[src/rtl/hecc_pkg.sv]
package hecc_pkg;
  localparam int RAW_W   = 32;
  localparam int HALF_W  = 12;
  localparam int CODE_W  = 2 * HALF_W;
  localparam int UPPER_LSB = RAW_W / 2;
  localparam int BIT_W   = 3;
  localparam int BYTE_W  = 1 << BIT_W;
  localparam int POS_W   = CODE_W - HALF_W - BIT_W;
  localparam int ECC_BYTES = CODE_W / BYTE_W;

  typedef enum logic [1:0] {
    ST_PASS  = 2'd0,
    ST_FIXED = 2'd1,
    ST_FAIL  = 2'd2
  } ecc_status_e;

  typedef struct packed {
    ecc_status_e          status;
    logic                 fix;
    logic [POS_W-1:0]     byte_pos;
    logic [BIT_W-1:0]     bit_pos;
  } verdict_t;
endpackage

[src/rtl/hecc_code_diff.sv]
module hecc_code_diff
  import hecc_pkg::*;
(
  input  logic [RAW_W-1:0]          raw_i,
  input  logic [ECC_BYTES*BYTE_W-1:0] stored_i,
  output logic [CODE_W-1:0]         diff_o
);
  logic [CODE_W-1:0] calc_code;
  logic [CODE_W-1:0] stored_code;
  logic              unused_reserved;

  // reserved nibbles dropped, then inverted so an erased page reads clean
  assign calc_code = ~{raw_i[UPPER_LSB +: HALF_W], raw_i[0 +: HALF_W]};
  assign unused_reserved = ^{raw_i[RAW_W-1 -: (UPPER_LSB - HALF_W)],
                             raw_i[UPPER_LSB-1 -: (UPPER_LSB - HALF_W)]};

  for (genvar g = 0; g < ECC_BYTES; g++) begin : g_le
    assign stored_code[g*BYTE_W +: BYTE_W] = stored_i[g*BYTE_W +: BYTE_W];
  end

  assign diff_o = stored_code ^ calc_code;
endmodule

[src/rtl/hecc_classify.sv]
module hecc_classify
  import hecc_pkg::*;
#(
  parameter int SECTOR_BYTES = 512
) (
  input  logic [CODE_W-1:0] diff_i,
  output verdict_t          verdict_o
);
  localparam logic [POS_W:0] LIMIT = (POS_W+1)'(SECTOR_BYTES);

  logic [HALF_W-1:0] fold;
  logic              pattern_ok;
  logic              in_range;
  logic              single_bit;
  logic [POS_W-1:0]  pos;
  logic [BIT_W-1:0]  bpos;

  assign fold       = diff_i[CODE_W-1:HALF_W] ^ diff_i[HALF_W-1:0];
  assign pattern_ok = &fold;
  assign pos        = diff_i[CODE_W-1 -: POS_W];
  assign bpos       = diff_i[HALF_W +: BIT_W];
  assign in_range   = {1'b0, pos} < LIMIT;
  assign single_bit = $onehot(diff_i);

  always_comb begin
    verdict_o          = '0;
    verdict_o.status   = ST_PASS;
    if (diff_i == '0) begin
      verdict_o.status = ST_PASS;
    end else if (pattern_ok) begin
      if (in_range) begin
        verdict_o.status   = ST_FIXED;
        verdict_o.fix      = 1'b1;
        verdict_o.byte_pos = pos;
        verdict_o.bit_pos  = bpos;
      end else begin
        verdict_o.status = ST_FAIL;
      end
    end else if (single_bit) begin
      verdict_o.status = ST_FIXED;
    end else begin
      verdict_o.status = ST_FAIL;
    end
  end
endmodule

[src/rtl/hecc_rmw_seq.sv]
module hecc_rmw_seq
  import hecc_pkg::*;
(
  input  logic              clk_i,
  input  logic              rst_ni,
  input  logic              start_i,
  input  verdict_t          verdict_i,
  output logic              busy_o,
  output logic              done_o,
  output logic [1:0]        status_o,
  output logic [POS_W-1:0]  fix_byte_o,
  output logic [BIT_W-1:0]  fix_bit_o,
  output logic [POS_W-1:0]  buf_addr_o,
  output logic              buf_rd_o,
  input  logic [BYTE_W-1:0] buf_rdata_i,
  output logic              buf_wr_o,
  output logic [BYTE_W-1:0] buf_wdata_o
);
  typedef enum logic [1:0] {S_IDLE, S_RD, S_WR, S_FIN} seq_e;

  seq_e              state_q;
  ecc_status_e       status_q;
  logic [POS_W-1:0]  byte_q;
  logic [BIT_W-1:0]  bit_q;
  logic [BYTE_W-1:0] flip_mask;

  always_ff @(posedge clk_i or negedge rst_ni) begin
    if (!rst_ni) begin
      state_q  <= S_IDLE;
      status_q <= ST_PASS;
      byte_q   <= '0;
      bit_q    <= '0;
    end else begin
      unique case (state_q)
        S_IDLE: if (start_i) begin
          status_q <= verdict_i.status;
          byte_q   <= verdict_i.byte_pos;
          bit_q    <= verdict_i.bit_pos;
          state_q  <= verdict_i.fix ? S_RD : S_FIN;
        end
        S_RD:    state_q <= S_WR;
        S_WR:    state_q <= S_FIN;
        default: state_q <= S_IDLE;
      endcase
    end
  end

  for (genvar g = 0; g < BYTE_W; g++) begin : g_mask
    assign flip_mask[g] = (bit_q == BIT_W'(g));
  end

  assign busy_o      = state_q != S_IDLE;
  assign done_o      = state_q == S_FIN;
  assign status_o    = status_q;
  assign fix_byte_o  = byte_q;
  assign fix_bit_o   = bit_q;
  assign buf_addr_o  = byte_q;
  assign buf_rd_o    = state_q == S_RD;
  assign buf_wr_o    = state_q == S_WR;
  assign buf_wdata_o = buf_rdata_i ^ flip_mask;
endmodule

[src/rtl/hamming_sector_fixer.sv]
module hamming_sector_fixer
  import hecc_pkg::*;
#(
  parameter int SECTOR_BYTES = 512
) (
  input  logic                        clk_i,
  input  logic                        rst_ni,
  input  logic                        start_i,
  input  logic [RAW_W-1:0]            parity_raw_i,
  input  logic [ECC_BYTES*BYTE_W-1:0] stored_ecc_i,
  output logic                        busy_o,
  output logic                        done_o,
  output logic [1:0]                  status_o,
  output logic [POS_W-1:0]            fix_byte_o,
  output logic [BIT_W-1:0]            fix_bit_o,
  output logic [POS_W-1:0]            buf_addr_o,
  output logic                        buf_rd_o,
  input  logic [BYTE_W-1:0]           buf_rdata_i,
  output logic                        buf_wr_o,
  output logic [BYTE_W-1:0]           buf_wdata_o
);
  logic [CODE_W-1:0] diff;
  verdict_t          verdict;

  hecc_code_diff u_diff (
    .raw_i    (parity_raw_i),
    .stored_i (stored_ecc_i),
    .diff_o   (diff)
  );

  hecc_classify #(.SECTOR_BYTES(SECTOR_BYTES)) u_cls (
    .diff_i    (diff),
    .verdict_o (verdict)
  );

  hecc_rmw_seq u_seq (
    .clk_i       (clk_i),
    .rst_ni      (rst_ni),
    .start_i     (start_i),
    .verdict_i   (verdict),
    .busy_o      (busy_o),
    .done_o      (done_o),
    .status_o    (status_o),
    .fix_byte_o  (fix_byte_o),
    .fix_bit_o   (fix_bit_o),
    .buf_addr_o  (buf_addr_o),
    .buf_rd_o    (buf_rd_o),
    .buf_rdata_i (buf_rdata_i),
    .buf_wr_o    (buf_wr_o),
    .buf_wdata_o (buf_wdata_o)
  );
endmodule

[config.mk]
export PLATFORM = sky130hd
export DESIGN_NAME = hamming_sector_fixer
export DESIGN_NICKNAME = d
export VERILOG_FILES = /design/src/rtl/hecc_pkg.sv /design/src/rtl/hecc_code_diff.sv /design/src/rtl/hecc_classify.sv /design/src/rtl/hecc_rmw_seq.sv /design/src/rtl/hamming_sector_fixer.sv
export SDC_FILE = /design/constraint.sdc
export NUM_CORES = 1
export LEC_CHECK = 0
export BUFFER_PORTS_ARGS = -buffer_cell sky130_fd_sc_hd__buf_2
export CAP_MARGIN = 40
export CORE_MARGIN = 2
export CORE_UTILIZATION = 45
export CTS_CLUSTER_DIAMETER = 150
export DETAILED_ROUTE_END_ITERATION = 8
export PLACE_DENSITY = 0.81
export SETUP_SLACK_MARGIN = 0.2
export SYNTH_ARGS = -nofsm -noshare
export SYNTH_HDL_FRONTEND = slang
export SYNTH_SLANG_ARGS = --single-unit
export TNS_END_PERCENT = 100
[constraint.sdc]
create_clock -name clk_i -period 2.41 [get_ports clk_i]
set_input_delay 0.241 -clock clk_i [delete_from_list [all_inputs] [get_ports clk_i]]
set_output_delay 0.241 -clock clk_i [all_outputs]
set_load 0.05 [all_outputs]
==> results.md <==
- Ys Warns: 0
- R2r endpoint: u_seq.buf_addr_o[8]
- FF-to-FF setup slack: 0.40 ns
- NetSw: 1.85 mW
- TNS Setup: -4.61 ns
- Core area: 5070 sq um
- Slew headroom: 0.676
- Place WS: -2.72 ns
- Library cells used by synthesis: 34
- DP Area: 3300 sq um
- Buffers added on ports: 93
- Post-layout util: 0.721
- Row count: 26
- Final Skew: 0.00133 ns
- CP most frequent cell: fa_1
- Hold Fails Final Rpt: 0
- Crit path kind: in -> reg
- Die X: 76.1 um
- Final HPWL DP: 4.85 mm
- Initial detailed-routing violation count: 106
- Total track usage: 0.202
- Finished Layout Cells: 452
- RR Startpoint: u_seq.state_q[1]
- Grt ovf: 0
- Switching part of the total: 0.483
- RePlAce Congestion: 0.796
- Post-DR wirelength/cell: 13.1 um
- Synth Register Bits: 16
- H-tree depth reported by CTS: 1
- Clk sink count: 16
- Post-route cell area: 3660 sq um
- Total Power: 3.84 mW
- Finish-stage setup viols: 2
- Vias in the first global route: 2211
- Reg2Reg Depth: 6
- Slowest-stage cell, CP: fa_1
- # IOs: 102
- Die area: 5790 sq um
- Setup ws final: -2.35 ns
- Post-Syn Area: 2340 sq um
- First-pass GRT wire length: 9.45 mm
- CTS tree: done
- Initial antenna violation count: 0
- WP depth: 18
- Max layer used: met4
- Clk_lat worst skew: 0.25 ns
- Pwr dens: 1050 nW/um^2
- Critical Path End: u_seq.status_o[1]
- CP delay by family, top: adder cells
- Hold Slack: 0.349 ns
- Worst-path clk slew: 0.06 ns
- Fraction of layout cells with a size suffix above 1: 0.521
- DRT antenna net count: 0
- Gate power share: 0.855
- Worst EP arrival: 4.89 ns
- Worst path required time: 2.53 ns
- Nets: 503
- Cell-internal power: 1.99 mW
- Area growth syn-to-layout: 56.4%
- Drt pass-1 iters: 4
- DRC: 0
- CP cell instances: buf_4, xnor2_4, inv_2, ha_4, inv_2, fa_2, fa_1, fa_1, fa_1, inv_1, fa_1, ha_2, fa_2, or4_1, o21ai_1, o211ai_1, a21boi_1, a31oi_1
- Post-Syn Area per Cell: 9.07 sq um
- Syn nets: 378
- Outcome: finished, violations left
- Slowest stage delay, CP: 0.52 ns
- Hold Path Class: in -> reg
- Buffer levels on the longest clock path: 2
- Post-synth ARST share: 1.00
- FMAX: 210 MHz
- Met1 WL: 2.11 mm
- Max Cap Viol: 0
- Slew Limit Fails: 0
- Final Cycle Share: 1.98
- Register share of total power: 0.084
- Dpl cells: 434
- Top FF cell, synth: dfrtp_1
- Syn Inst Count: 258
- CP startpoint: parity_raw_i[4]
- Pin count of the biggest net entering global routing: 17
- Period minus WS final: 4.76 ns
- # diodes: 0
- RSZ-0062 raised after global routing: yes
- Root buffer cell: clkbuf_8
- Vert. Die Dim: 76.1 um
- Worst-margin pin slew: 0.484 ns
- Met3 WL: 338 um
- Failing checks: negative setup slack
- Met2 routed WL: 3.39 mm
- Worst setup SP type: input port
- Drt total wl: 5.91 mm
- VDD IR max: 0.856 mV
- Via-per-instance ratio: 4.67
- Post-synthesis sequential area ratio: 0.171
- CP bufs+invs: 4
- Crit Path Max Fanout: 4
- Via count: 2113
- Clock power frac: 0.061
- CP endpoint kind: register
- Leak: 1.89 nW
- Inserted Clock Buffers: 3
- Post-synth EDFFs: 0
- Starting Density: 0.461
-- worst reg2reg max path: cells and delay by family (launching register included) --
kind            cells  cell delay [ns]
simple gates        2             0.95
flops               1             0.42
compound gates      2             0.28
fa+ha+maj           1             0.19
buf+inv             1             0.11
-- cells by family (layout without fill, tap and decap cells) --
group	after synthesis	in the layout	synth area share
buf+inv	74	197	0.137
simple gates	44	45	0.0963
compound gates	26	26	0.0797
flops	16	16	0.171
fa+ha+maj	53	53	0.344
xor+xnor	45	45	0.172
-- worst min path at each step --
stage,startpoint,endpoint,slack [ns],depth (start not counted)
floorplan,rst_ni,u_seq.buf_addr_o[0],-0.05,0
global placement,rst_ni,u_seq.fix_bit_o[1],0.17,1
detailed placement,rst_ni,u_seq.fix_bit_o[1],0.17,1
CTS,parity_raw_i[25],u_seq.buf_addr_o[6],0.35,3
global route,parity_raw_i[25],u_seq.buf_addr_o[6],0.35,3
finish,parity_raw_i[25],u_seq.buf_addr_o[6],0.35,3
-- cell type report --
| cell class | count | area (sq um) |
|---|---|---|
| inverters | 59 | 221 |
| clock buffers | 4 | 55.1 |
| well taps | 70 | 87.6 |
| fillers | 386 | 1420 |
| repair buffers | 134 | 852 |
| multi-input cells | 169 | 2040 |
| flip-flops and latches | 16 | 400 |
-- cells in the mapped netlist, types with 2 or more instances --
cell type | instances | area (sq um)
a21oi_1 | 2 | 10.0
inv_1 | 59 | 221
o21ai_0 | 6 | 30.0
clkbuf_1 | 4 | 15.0
a31oi_1 | 2 | 12.5
xnor2_1 | 27 | 236
nor3b_1 | 3 | 22.5
o211ai_1 | 2 | 15.0
nand2_1 | 18 | 67.6
nand3_1 | 2 | 10.0
nand3b_1 | 2 | 15.0
buf_4 | 9 | 67.6
xor2_1 | 17 | 149
nand4_1 | 5 | 31.3
nor3_1 | 3 | 15.0
o21ai_2 | 8 | 70.1
nor2_1 | 6 | 22.5
fa_1 | 19 | 380
ha_1 | 34 | 425
dfrtp_1 | 16 | 400
-- cells in the final DEF, fill, tap and decap left out, types with 2 or more instances in the layout --
cell type / n
fa_1: 14
xor2_4: 8
buf_8: 2
inv_2: 16
dfrtp_1: 16
buf_6: 9
xnor2_2: 4
nand2_1: 18
inv_1: 43
a21oi_1: 2
xnor2_4: 7
or4_4: 2
ha_4: 6
o21ai_1: 5
nand3_1: 2
nor2_1: 6
nand3b_1: 2
nor3_1: 3
o21ai_2: 8
nor3b_1: 3
xnor2_1: 17
clkbuf_8: 4
ha_2: 5
nand4_1: 5
o21ai_0: 2
buf_4: 40
a31oi_1: 2
o211ai_1: 2
buf_2: 82
fa_2: 5
xor2_1: 8
ha_1: 23
-- registers in the layout, indices dropped and copies added (netlist names) --
register	count
u_seq.buf_addr_o	9
u_seq.fix_bit_o	3
u_seq.state_q	2
u_seq.status_o	2
-- layer usage --
metal / GRT usage / vias up
li1: - / 1039
met1: 0.209 / 982
met2: 0.419 / 79
met3: 0.0344 / 13
met4: 0.0418 / 0
met5: 0 / -
-- power by group through the flow --
stage / combinational (mW) / sequential [mW] / clock (mW)
after floorplan: 2.20 / 0.357 / 0
final: 3.29 / 0.322 / 0.234
after global routing: 3.63 / 0.325 / 0.250
after detailed placement: 3.16 / 0.328 / 0
after global placement: 2.91 / 0.325 / 0
after CTS: 3.26 / 0.323 / 0.237
-- repair_timing --
item / CTS / global route
endpoints found under the hold margin: 16 / 0
buffers inserted: 11 / 1
pin swaps: 18 / 12
hold buffers: 1 / 0
setup endpoints to repair: 5 / 14
cloned: 1 / 0
gates resized for setup: 42 / 17
(Power assumes the default switching activity.)
